## config.mk

```make
export PLATFORM = sky130hd
export DESIGN_NAME = pbus_async_slave
export DESIGN_NICKNAME = d
export VERILOG_FILES = /design/src/rtl/pbus_pkg.sv /design/src/rtl/pbus_sync.sv /design/src/rtl/pbus_cycle_detect.sv /design/src/rtl/pbus_regbank.sv /design/src/rtl/pbus_async_slave.sv
export SDC_FILE = /design/constraint.sdc
export NUM_CORES = 1
export LEC_CHECK = 0
export BUFFER_PORTS_ARGS = -buffer_cell sky130_fd_sc_hd__buf_2
export CAP_MARGIN = 20
export CELL_PAD_IN_SITES_DETAIL_PLACEMENT = 1
export CELL_PAD_IN_SITES_GLOBAL_PLACEMENT = 2
export CORE_ASPECT_RATIO = 0.75
export CORE_MARGIN = 8
export CORE_UTILIZATION = 30
export DETAILED_ROUTE_END_ITERATION = 7
export GPL_TIMING_DRIVEN = 1
export PLACE_DENSITY = 0.58
export SLEW_MARGIN = 20
export SYNTH_ARGS = -nofsm -noshare
export SYNTH_HDL_FRONTEND = slang
export SYNTH_SLANG_ARGS = --single-unit
export TNS_END_PERCENT = 5
```

## constraint.sdc

```tcl
create_clock -name clk -period 2.05 [get_ports clk]
set_input_delay 0.3075 -clock clk [delete_from_list [all_inputs] [get_ports clk]]
set_output_delay 0.3075 -clock clk [all_outputs]
set_load 0.02 [all_outputs]
```

## src/rtl/pbus_pkg.sv

```systemverilog
package pbus_pkg;
   // cycle mode carried by the capture rank
   typedef enum logic {
      MODE_WRITE = 1'b0,
      MODE_READ  = 1'b1
   } pbus_mode_e;

   // reset level of the active-low cycle controls
   localparam logic CTRL_IDLE = 1'b1;
endpackage

```

## src/rtl/pbus_sync.sv

```systemverilog
module pbus_sync #(
   parameter int WIDTH   = 2,
   parameter int STAGES  = 2,
   parameter logic RST_VAL = 1'b1
) (
   input  logic             clk,
   input  logic             rst,
   input  logic [WIDTH-1:0] d_async,
   output logic [WIDTH-1:0] q_sync
);
   generate
      if (STAGES < 2) begin : g_bad_stages
         $error("pbus_sync: STAGES must be at least 2");
      end
   endgenerate

   logic [WIDTH-1:0] stg [STAGES];

   always_ff @(posedge clk) begin
      if (rst) stg[0] <= {WIDTH{RST_VAL}};
      else     stg[0] <= d_async;
   end

   generate
      for (genvar i = 1; i < STAGES; i++) begin : g_stage
         always_ff @(posedge clk) begin
            if (rst) stg[i] <= {WIDTH{RST_VAL}};
            else     stg[i] <= stg[i-1];
         end
      end
   endgenerate

   assign q_sync = stg[STAGES-1];
endmodule

```

## src/rtl/pbus_cycle_detect.sv

```systemverilog
module pbus_cycle_detect #(
   parameter int DELAY = 1
) (
   input  logic clk,
   input  logic rst,
   input  logic act_s,
   output logic start_p
);
   generate
      if (DELAY < 1) begin : g_bad_delay
         $error("pbus_cycle_detect: DELAY must be at least 1");
      end
   endgenerate

   logic dly_out;
   logic dly_prev;

   generate
      if (DELAY == 1) begin : g_single
         logic dq;
         always_ff @(posedge clk) begin
            if (rst) dq <= 1'b0;
            else     dq <= act_s;
         end
         assign dly_out = dq;
      end else begin : g_chain
         logic [DELAY-1:0] dsr;
         always_ff @(posedge clk) begin
            if (rst) dsr <= '0;
            else     dsr <= {dsr[DELAY-2:0], act_s};
         end
         assign dly_out = dsr[DELAY-1];
      end
   endgenerate

   always_ff @(posedge clk) begin
      if (rst) dly_prev <= 1'b0;
      else     dly_prev <= dly_out;
   end

   assign start_p = dly_out & ~dly_prev;
endmodule

```

## src/rtl/pbus_regbank.sv

```systemverilog
module pbus_regbank #(
   parameter int ADDR_W = 4,
   parameter int DATA_W = 16
) (
   input  logic              clk,
   input  logic              rst,
   input  logic              wr_en,
   input  logic [ADDR_W-1:0] wr_addr,
   input  logic [DATA_W-1:0] wr_data,
   input  logic [ADDR_W-1:0] rd_addr,
   output logic [DATA_W-1:0] rd_data
);
   localparam int DEPTH = 1 << ADDR_W;

   logic [DATA_W-1:0] mem [DEPTH];

   generate
      for (genvar e = 0; e < DEPTH; e++) begin : g_entry
         always_ff @(posedge clk) begin
            if (rst)
               mem[e] <= '0;
            else if (wr_en && (wr_addr == ADDR_W'(e)))
               mem[e] <= wr_data;
         end
      end
   endgenerate

   assign rd_data = mem[rd_addr];
endmodule

```

## src/rtl/pbus_async_slave.sv

```systemverilog
module pbus_async_slave #(
   parameter int ADDR_W      = 4,
   parameter int DATA_W      = 16,
   parameter int SYNC_STAGES = 2,
   parameter int DELAY       = 1
) (
   input  logic              clk,
   input  logic              rst,
   input  logic              bus_sel_n,
   input  logic              bus_strb_n,
   input  logic              bus_rnw,
   input  logic [ADDR_W-1:0] bus_addr,
   input  logic [DATA_W-1:0] bus_data_i,
   output logic [DATA_W-1:0] bus_data_o,
   output logic              bus_data_oe
);
   import pbus_pkg::*;

   generate
      if (ADDR_W < 1 || ADDR_W > 8) begin : g_bad_aw
         $error("pbus_async_slave: ADDR_W out of range 1..8");
      end
      if (DATA_W < 1) begin : g_bad_dw
         $error("pbus_async_slave: DATA_W must be positive");
      end
   endgenerate

   // control synchronizer (only the cycle-control lines)
   logic [1:0] ctl_s;
   pbus_sync #(.WIDTH(2), .STAGES(SYNC_STAGES), .RST_VAL(CTRL_IDLE)) u_sync (
      .clk     (clk),
      .rst     (rst),
      .d_async ({bus_sel_n, bus_strb_n}),
      .q_sync  (ctl_s)
   );

   logic act_s;
   assign act_s = ~ctl_s[1] & ~ctl_s[0];

   // delayed rising edge of the synchronized cycle
   logic start_p;
   pbus_cycle_detect #(.DELAY(DELAY)) u_det (
      .clk     (clk),
      .rst     (rst),
      .act_s   (act_s),
      .start_p (start_p)
   );

   // single capture rank
   logic [ADDR_W-1:0] cap_addr;
   logic [DATA_W-1:0] cap_data;
   pbus_mode_e        cap_mode;
   logic              cap_vld;
   logic              cap_rnw;

   always_ff @(posedge clk) begin
      if (rst) begin
         cap_addr <= '0;
         cap_data <= '0;
         cap_mode <= MODE_WRITE;
         cap_vld  <= 1'b0;
      end else begin
         cap_vld <= start_p;
         if (start_p) begin
            cap_addr <= bus_addr;
            cap_data <= bus_data_i;
            cap_mode <= pbus_mode_e'(bus_rnw);
         end
      end
   end

   assign cap_rnw = (cap_mode == MODE_READ);

   logic wr_en;
   assign wr_en = cap_vld & ~cap_rnw;

   logic [DATA_W-1:0] rd_data;
   pbus_regbank #(.ADDR_W(ADDR_W), .DATA_W(DATA_W)) u_bank (
      .clk     (clk),
      .rst     (rst),
      .wr_en   (wr_en),
      .wr_addr (cap_addr),
      .wr_data (cap_data),
      .rd_addr (cap_addr),
      .rd_data (rd_data)
   );

   // read drive, released once the synchronized cycle is gone
   logic [DATA_W-1:0] rd_q;
   logic              data_oe;

   always_ff @(posedge clk) begin
      if (rst) begin
         rd_q    <= '0;
         data_oe <= 1'b0;
      end else if (!act_s) begin
         data_oe <= 1'b0;
      end else if (cap_vld && cap_rnw) begin
         rd_q    <= rd_data;
         data_oe <= 1'b1;
      end
   end

   assign bus_data_oe = data_oe;
   assign bus_data_o  = rd_q & {DATA_W{data_oe}};
endmodule

```

==> key figures, run 1 <==
Drt
  • DR DRC count: 0
  • DRT antenna net count: 0
  • Drt pass-1 iters: 4
  • Iter 0 DRT Violations: 449
  • Routed length per instance: 21.2 um
  • WL final: 35800 um
  • Vias per std cell: 4.82
  • Via count: 8141

Floorplan
  • Row cnt: 65
  • Initial core utilization: 30.5%
  • Die span in y: 195 um
  • Core Footprint: 0.0421 mm^2
  • Die ar.: 0.0498 mm^2
  • I/O pins: 42
  • Die Span X: 255 um

Worst setup path
  • Startpoint Class: flop
  • CP peak stage delay: 0.49 ns
  • Critical path's top delay family: compound AO/OA/AOI/OAI gates
  • CP arrival: 2.24 ns
  • Worst path buffer plus inverter count: 1
  • CP Class: flop to flop
  • Crit. End Element: flop
  • Max Fanout on Critical Path: 22
  • Worst-path cell chain: buf_12 > mux2i_1 > a221oi_1 > o21ai_0 > a311oi_1
  • Worst endpoint required time: 2.47 ns
  • Max stage delay cell, worst path: dfxtp_2

STA
  • Pins Over Slew Limit: 0
  • TNS Setup: 0 ns
  • Period Utilization, post-route: 89.0%
  • Max-slew headroom: 72.6%
  • Endpoints failing setup: 0
  • RSZ-0062 raised after global routing: false
  • Tmin final: 1.82 ns
  • Clk_skew: 0.0247 ns
  • Final Hold Vio Count: 0
  • Least-Margin Pin Slew: 0.411 ns
  • Hold Worst Slack: 0.0283 ns
  • FMAX: 0.548 GHz

Synthesis
  • Netlist cell types: 30
  • Post-synth ARST share: 0%
  • #FFs+latches synth: 301
  • Main synth FF type: edfxtp_1
  • Mean Syn Cell Area: 12.5 um^2
  • Synthesized cell area: 0.0128 mm^2
  • Ys Warns: 0
  • Number of synthesized flops with an enable pin: 256
  • Register area share after synthesis: 66.9%
  • Mapped Cells: 1031
  • Synthesized net count: 1056

Clock tree
  • PostCTS Resize Cnt: 0
  • Clock-pin slew of the registers on the worst-case setup and hold paths: 0.06 ns
  • CTS tree: done
  • Skew-Pair Late Insertion Delay: 0.52 ns
  • CTS max path bufs: 3
  • # Post-CTS Setup Buffers: 0
  • H-tree lvl count: 2
  • Clk Tree Root Cell: clkbuf_16
  • CTS Buf Count: 34
  • TritonCTS Sinks: 301

Layout
  • Design Area, Final: 0.0152 mm^2
  • Non-filler cells, final: 1689
  • Final Util: 36.0%
  • # diodes: 0
  • Share of cells above drive strength 1: 16.9%
  • Layout area overhead: 18.2%
  • Layout Nets: 1120

Global routing
  • First-pass GRT wire length: 55200 um
  • Gr usage total: 14.5%
  • Global route overflow: 0
  • Initial antenna violation count: 0
  • Largest net degree at the start of global routing: 76
  • Vias in the first global route: 8714

Pwr
  • VDD IR max: 516 uV
  • Leakage: 4.77 nW
  • Pwr/cell area: 858 mW/mm^2

Worst hold path
  • Worst min path class: input pin to flop

Placed design
  • Placed wire-length estimate: 23600 um
  • Port Buffer Count: 41
  • RD Place Congestion: 0.746
  • DP Area: 0.0141 mm^2
  • Cells after DPL: 1626

Job
  • Max-capacitance violation count: 0

Status
  • Outcome: finished clean
[routing by layer]
| metal | wire length [um] | vias up | global-route usage, % |
|---|---|---|---|
| li1 | - | 3796 | - |
| met1 | 18000 | 4174 | 21.8 |
| met2 | 15800 | 132 | 22.0 |
| met3 | 1450 | 39 | 2.34 |
| met4 | 514 | 0 | 2.99 |
| met5 | 0 | - | 0 |
[through the flow]
step                      power [mW]  setup slack, ns
after floorplan                 7.14            0.170
after detailed placement        7.35            0.238
after CTS                       13.2            0.218
final                           13.0            0.226
after global placement          7.34            0.245
after global routing            13.5            0.108
[where the power goes]
part,internal [mW],switching [mW],leakage (nW)
Sequential,6.79,0.0538,3.01
Clock,3.39,2.43,0.511
Combinational,0.149,0.223,1.25
[worst min-delay path, stage by stage]
cell     delay (ns)
buf_2          0.09
nand2_1        0.04
a21oi_1        0.05
[cells by family after synthesis]
group	after synthesis	synth area share, %
muxes	112	10.3
and+or+nand+nor	420	13.8
DFF	301	66.9
buffers and inverters	96	3.81
AOI/OAI and AO/OA	102	5.22
[cells in the final DEF (no fill, tap or decap), drive strengths merged, types with 17 or more instances in the layout]
cell    instances
nor2          289
edfxtp        256
buf           122
mux2i          96
nand2          55
clkbuf         50
dfxtp          45
nand2b         34
o22ai          32
a21oi          22
and2           17
[flip-flops by register name, summed over array words and instances (netlist names)]
register,cells
rd_q,16
cap_vld,1
u_bank.mem,256
bus_data_oe,1
cap_mode,1
u_det.dly_prev,1
cap_data,16
u_det.dly_out,1
u_sync.stg,4
cap_addr,4
[cell usage after synthesis (all sizes together), types with 17 or more instances]
cell,n,area share (%)
nor2,289,8.4
nand2,55,1.6
mux2i,96,7.5
clkbuf,64,1.9
dfxtp,45,7.0
and2,17,0.83
buf,32,1.9
o22ai,32,1.6
edfxtp,256,60
nand2b,34,1.7
a21oi,22,0.86
[path summary, 6_finish.rpt]
kind                                             startpoint                     endpoint  slack (ns)  cells after the start
worst min register to register  u_sync.stg[0][1]$_SDFF_PP1_  u_sync.stg[1][1]$_SDFF_PP1_        0.41                      1
worst max-delay path               cap_addr[2]$_SDFFE_PP0P_         rd_q[0]$_SDFFE_PP0P_        0.23                      5
worst min-delay path                          bus_data_i[2]     cap_data[2]$_SDFFE_PP0P_        0.03                      3
worst max register to register     cap_addr[2]$_SDFFE_PP0P_         rd_q[0]$_SDFFE_PP0P_        0.23                      5
[repair_timing]
action	in CTS	in global routing
setup endpoints to repair	0	0
hold buffers	2	0
hold endpoints to repair	2	0
[area by class of cell]
class | instances | area [um^2]
clock buffers | 50 | 1000
clock inverters | 11 | 43.8
fillers | 4548 | 26900
multi-input cells | 634 | 3770
flip-flops and latches | 301 | 8590
well taps | 569 | 712
repair buffers | 124 | 1060
No activity file was read; power rests on OpenSTA's default activity.
==> run 2: changes to the inputs <==
Settings changed: PLACE_DENSITY 0.58 to 0.56, SYNTH_HIERARCHICAL set to 1.
==> run 2 against run 1 <==
Against the previous run:
- fmax is 7.0% lower
- via count is 5.6% lower
- synthesized cell count is 12% lower
- die area is 4.6% higher
- final cell count is 4.7% lower
- worst hold slack worse by 0.0016 ns
- critical path type unchanged
- synthesized area is 5.0% higher
- critical path depth is 1 higher
- clock power is 9.6% higher
- highest routed layer unchanged
==> key figures, run 2 <==
Worst setup path
  • CP arrival: 2.18 ns (was 2.24 ns)
  • Startpoint Class: flop (unchanged)
  • Reg-to-reg slack, setup: 0.09 ns (was 0.23 ns)
  • Depth of the most critical reg-to-reg path: 6 (was 5)
  • CP Class: flop to flop (unchanged)
  • Worst endpoint required time: 2.27 ns (was 2.47 ns)
  • Crit. End Element: flop (unchanged)
  • Max Fanout on Critical Path: 16 (was 22)

Layout
  • Max reg flops: 256 (unchanged)
  • FF+latch area: 0.00860 mm^2 (was 0.00859 mm^2)
  • Multi-input logic area: 0.00461 mm^2 (was 0.00377 mm^2)
  • Most frequent cells in the layout: edfxtp_1, and2_1, mux4_2 (was nor2_1, edfxtp_1, mux2i_1)
  • Biggest register: u_bank/mem (was u_bank.mem)
  • Layout area overhead: 21.8% (was 18.2%)
  • Regs by FF count: u_bank/mem (256), cap_data (16), rd_q (16) (was u_bank.mem (256), cap_data (16), rd_q (16))
  • Non-filler cells, final: 1610 (was 1689)
  • Filler Cell Count: 4537 (was 4548)
  • Most common cell after layout, fill and taps aside: edfxtp_1 (was nor2_1)
  • Layout Nets: 1022 (was 1120)
  • Share of cells above drive strength 1: 28.4% (was 16.9%)

STA
  • Max-slew headroom: 56.2% (was 72.6%)
  • Least-Margin Pin Slew: 0.656 ns (was 0.411 ns)
  • Worst setup margin: 0.0885 ns (was 0.226 ns)
  • Tmin final: 1.96 ns (was 1.82 ns)
  • Endpoints failing setup: 0 (unchanged)
  • RSZ-0062 raised after global routing: false (unchanged)
  • TNS Setup: 0 ns (unchanged)
  • Period Utilization, post-route: 95.7% (was 89.0%)
  • Hold Worst Slack: 0.0267 ns (was 0.0283 ns)
  • Clk_skew: 0.00919 ns (was 0.0247 ns)
  • FMAX: 0.510 GHz (was 0.548 GHz)
  • Pins Over Slew Limit: 0 (unchanged)
  • Final Hold Vio Count: 0 (unchanged)

Job
  • Max-capacitance violation count: 0 (unchanged)

Floorplan
  • Die span in y: 200 um (was 195 um)
  • Initial core utilization: 30.3% (was 30.5%)
  • Core Footprint: 0.0445 mm^2 (was 0.0421 mm^2)
  • Die ar.: 0.0521 mm^2 (was 0.0498 mm^2)
  • I/O pins: 42 (unchanged)
  • Die Span X: 261 um (was 255 um)
  • Row cnt: 67 (was 65)

Pwr
  • Sw Share: 20.7% (was 20.8%)
  • VDD IR max: 587 uV (was 516 uV)
  • Seq pwr share: 50.0% (was 52.5%)
  • Power share of the clock group: 46.6% (was 44.6%)
  • P_int: 10.8 mW (was 10.3 mW)
  • Comb power frac: 3.4% (was 2.9%)
  • Pwr/cell area: 833 mW/mm^2 (was 858 mW/mm^2)
  • Leakage: 5.87 nW (was 4.77 nW)
  • Total chip power: 13.7 mW (was 13.0 mW)
  • NetSw: 2.83 mW (was 2.70 mW)

Synthesis
  • Simple-gate portion of the synthesized area: 17.6% (was 13.8%)
  • Netlist cell types: 31 (was 30)
  • Mean Syn Cell Area: 14.9 um^2 (was 12.5 um^2)
  • Most common cell in the netlist: edfxtp_1 (was nor2_1)
  • Main synth FF type: edfxtp_1 (unchanged)
  • Adder-Cell Fraction of Synth Area: 0% (unchanged)
  • Mapped Cells: 907 (was 1031)
  • #FFs+latches synth: 301 (unchanged)
  • Post-synth ARST share: 0% (unchanged)
  • Ranking of synthesized cells by area: edfxtp_1, and2_1, mux4_2, dfxtp_1, mux2i_1 (was edfxtp_1, nor2_1, mux2i_1, dfxtp_1, mux4_2)
  • Synth Area in Compound Gates: 2.71% (was 5.22%)
  • Register area share after synthesis: 63.7% (was 66.9%)
  • Mux cell area share after synthesis: 13.4% (was 10.3%)
  • Synth Area in XOR/XNOR: 0% (unchanged)
  • Cell taking the most area after synthesis: edfxtp_1 (unchanged)
  • Synthesized cell area: 0.0135 mm^2 (was 0.0128 mm^2)
  • Area share of the largest cell type after synthesis: 57.0% (was 59.8%)
  • Largest family of logic cells by synthesized area: simple AND/OR/NAND/NOR gates (unchanged)
  • Synthesized net count: 932 (was 1056)
  • Synth cell count leaders: edfxtp_1, and2_1, mux4_2 (was nor2_1, edfxtp_1, mux2i_1)
  • Ys Warns: 6 (was 0)
  • Number of synthesized flops with an enable pin: 256 (unchanged)

Drt
  • Vias per std cell: 4.78 (was 4.82)
  • WL final: 38600 um (was 35800 um)
  • Drt pass-1 iters: 5 (was 4)
  • Via count: 7688 (was 8141)
  • DR DRC count: 0 (unchanged)
  • Iter 0 DRT Violations: 526 (was 449)
  • Routed length per instance: 24.0 um (was 21.2 um)
  • DRT antenna net count: 0 (unchanged)

Global routing
  • First-pass GRT wire length: 57700 um (was 55200 um)
  • Largest net degree at the start of global routing: 60 (was 76)
  • Vias in the first global route: 8378 (was 8714)
  • Global route overflow: 0 (unchanged)
  • Initial antenna violation count: 0 (unchanged)
  • Gr usage total: 15.2% (was 14.5%)

Placed design
  • RD Place Congestion: 0.696 (was 0.746)
  • Placed wire-length estimate: 24500 um (was 23600 um)
  • Pre-CTS setup slack: -0.0272 ns (was 0.238 ns)
  • Cells after DPL: 1543 (was 1626)
  • Port Buffer Count: 41 (unchanged)

Clock tree
  • CTS max path bufs: 3 (unchanged)
  • TritonCTS Sinks: 301 (unchanged)
  • CTS Buf Count: 34 (unchanged)
  • Skew-Pair Late Insertion Delay: 0.52 ns (about the same)
  • # Post-CTS Setup Buffers: 0 (unchanged)
  • Clock-pin slew of the registers on the worst-case setup and hold paths: 0.06 ns (about the same)
  • H-tree lvl count: 2 (unchanged)
  • Clk Tree Root Cell: clkbuf_16 (unchanged)
  • CTS tree: done (unchanged)

Worst hold path
  • Hold depth: 3 (unchanged)
  • Worst min path class: input pin to flop (unchanged)

Status
  • Outcome: finished clean (unchanged)
-- run 2: changes by cell type in the layout (fill, tap and decap cells not counted), moves of 21 or more --
cell / delta
and2_1: +226
mux2i_1: -59
buf_4: -23
o22ai_1: -32
nand2_1: -38
nor2_1: -253
a22oi_1: +31
and2_2: +30
a21oi_1: -21
mux4_2: +48
-- run 2: critical path, stage by stage (launching register included) --
cell      delay, ns
dfxtp_4        0.37
buf_12         0.15
buf_4          0.15
buf_4          0.14
or2_2          0.41
o21bai_2       0.22
buf_12         0.20
-- run 2: kinds of logic after synthesis --
group | after synthesis
simple gates | 386
flops | 301
mux | 101
buf+inv | 70
compound gates | 49
-- run 2: layout make-up --
cell class              instances  share of cell area, %
flip-flops and latches        301                   52.3
multi-input cells             536                   28.1
repair buffers                124                   8.02
clock buffers                  55                   6.54
well taps                     586                   4.46
clock inverters                 7                  0.526
diodes                          1                 0.0152
-- run 2: final timing paths --
path                                     endpoint                   startpoint
setup reg to reg  u_bank/mem[0][11]$_SDFFCE_PN0P_     cap_addr[0]$_SDFFE_PP0P_
hold reg to reg       u_sync/stg[1][0]$_SDFF_PP1_  u_sync/stg[0][0]$_SDFF_PP1_
setup / recovery  u_bank/mem[0][11]$_SDFFCE_PN0P_     cap_addr[0]$_SDFFE_PP0P_
hold / removal           cap_data[4]$_SDFFE_PP0P_                bus_data_i[4]
-- run 2: metal layers --
metal  track usage [%]  part of all wire, %
met1              23.1                   52
met2              22.6                   43
met3              2.23                  3.5
met4              3.20                  1.5
met5                 0                    0
-- run 2: power groups by stage --
stage	Clock, mW	Combinational, mW	Sequential [mW]
global route	6.80	0.493	6.86
global placement	0	0.461	6.97
finish	6.37	0.460	6.85
floorplan	0	0.214	6.95
CTS	6.57	0.471	6.85
detailed placement	0	0.465	6.98
-- run 2: stage by stage --
stage	area, um^2	util [%]
floorplan	13500	-
global placement	15200	34.1
detailed placement	15200	34.1
CTS	16400	36.8
global route	16400	36.9
finish	16400	36.9
-- run 2: what timing repair did --
action,4_1_cts,5_1_grt
gates cloned,0,0
hold buffers,4,0
gates resized for setup,1,6
hold endpoints to repair,4,0
endpoints found under the setup margin,1,8
pin swaps,0,0
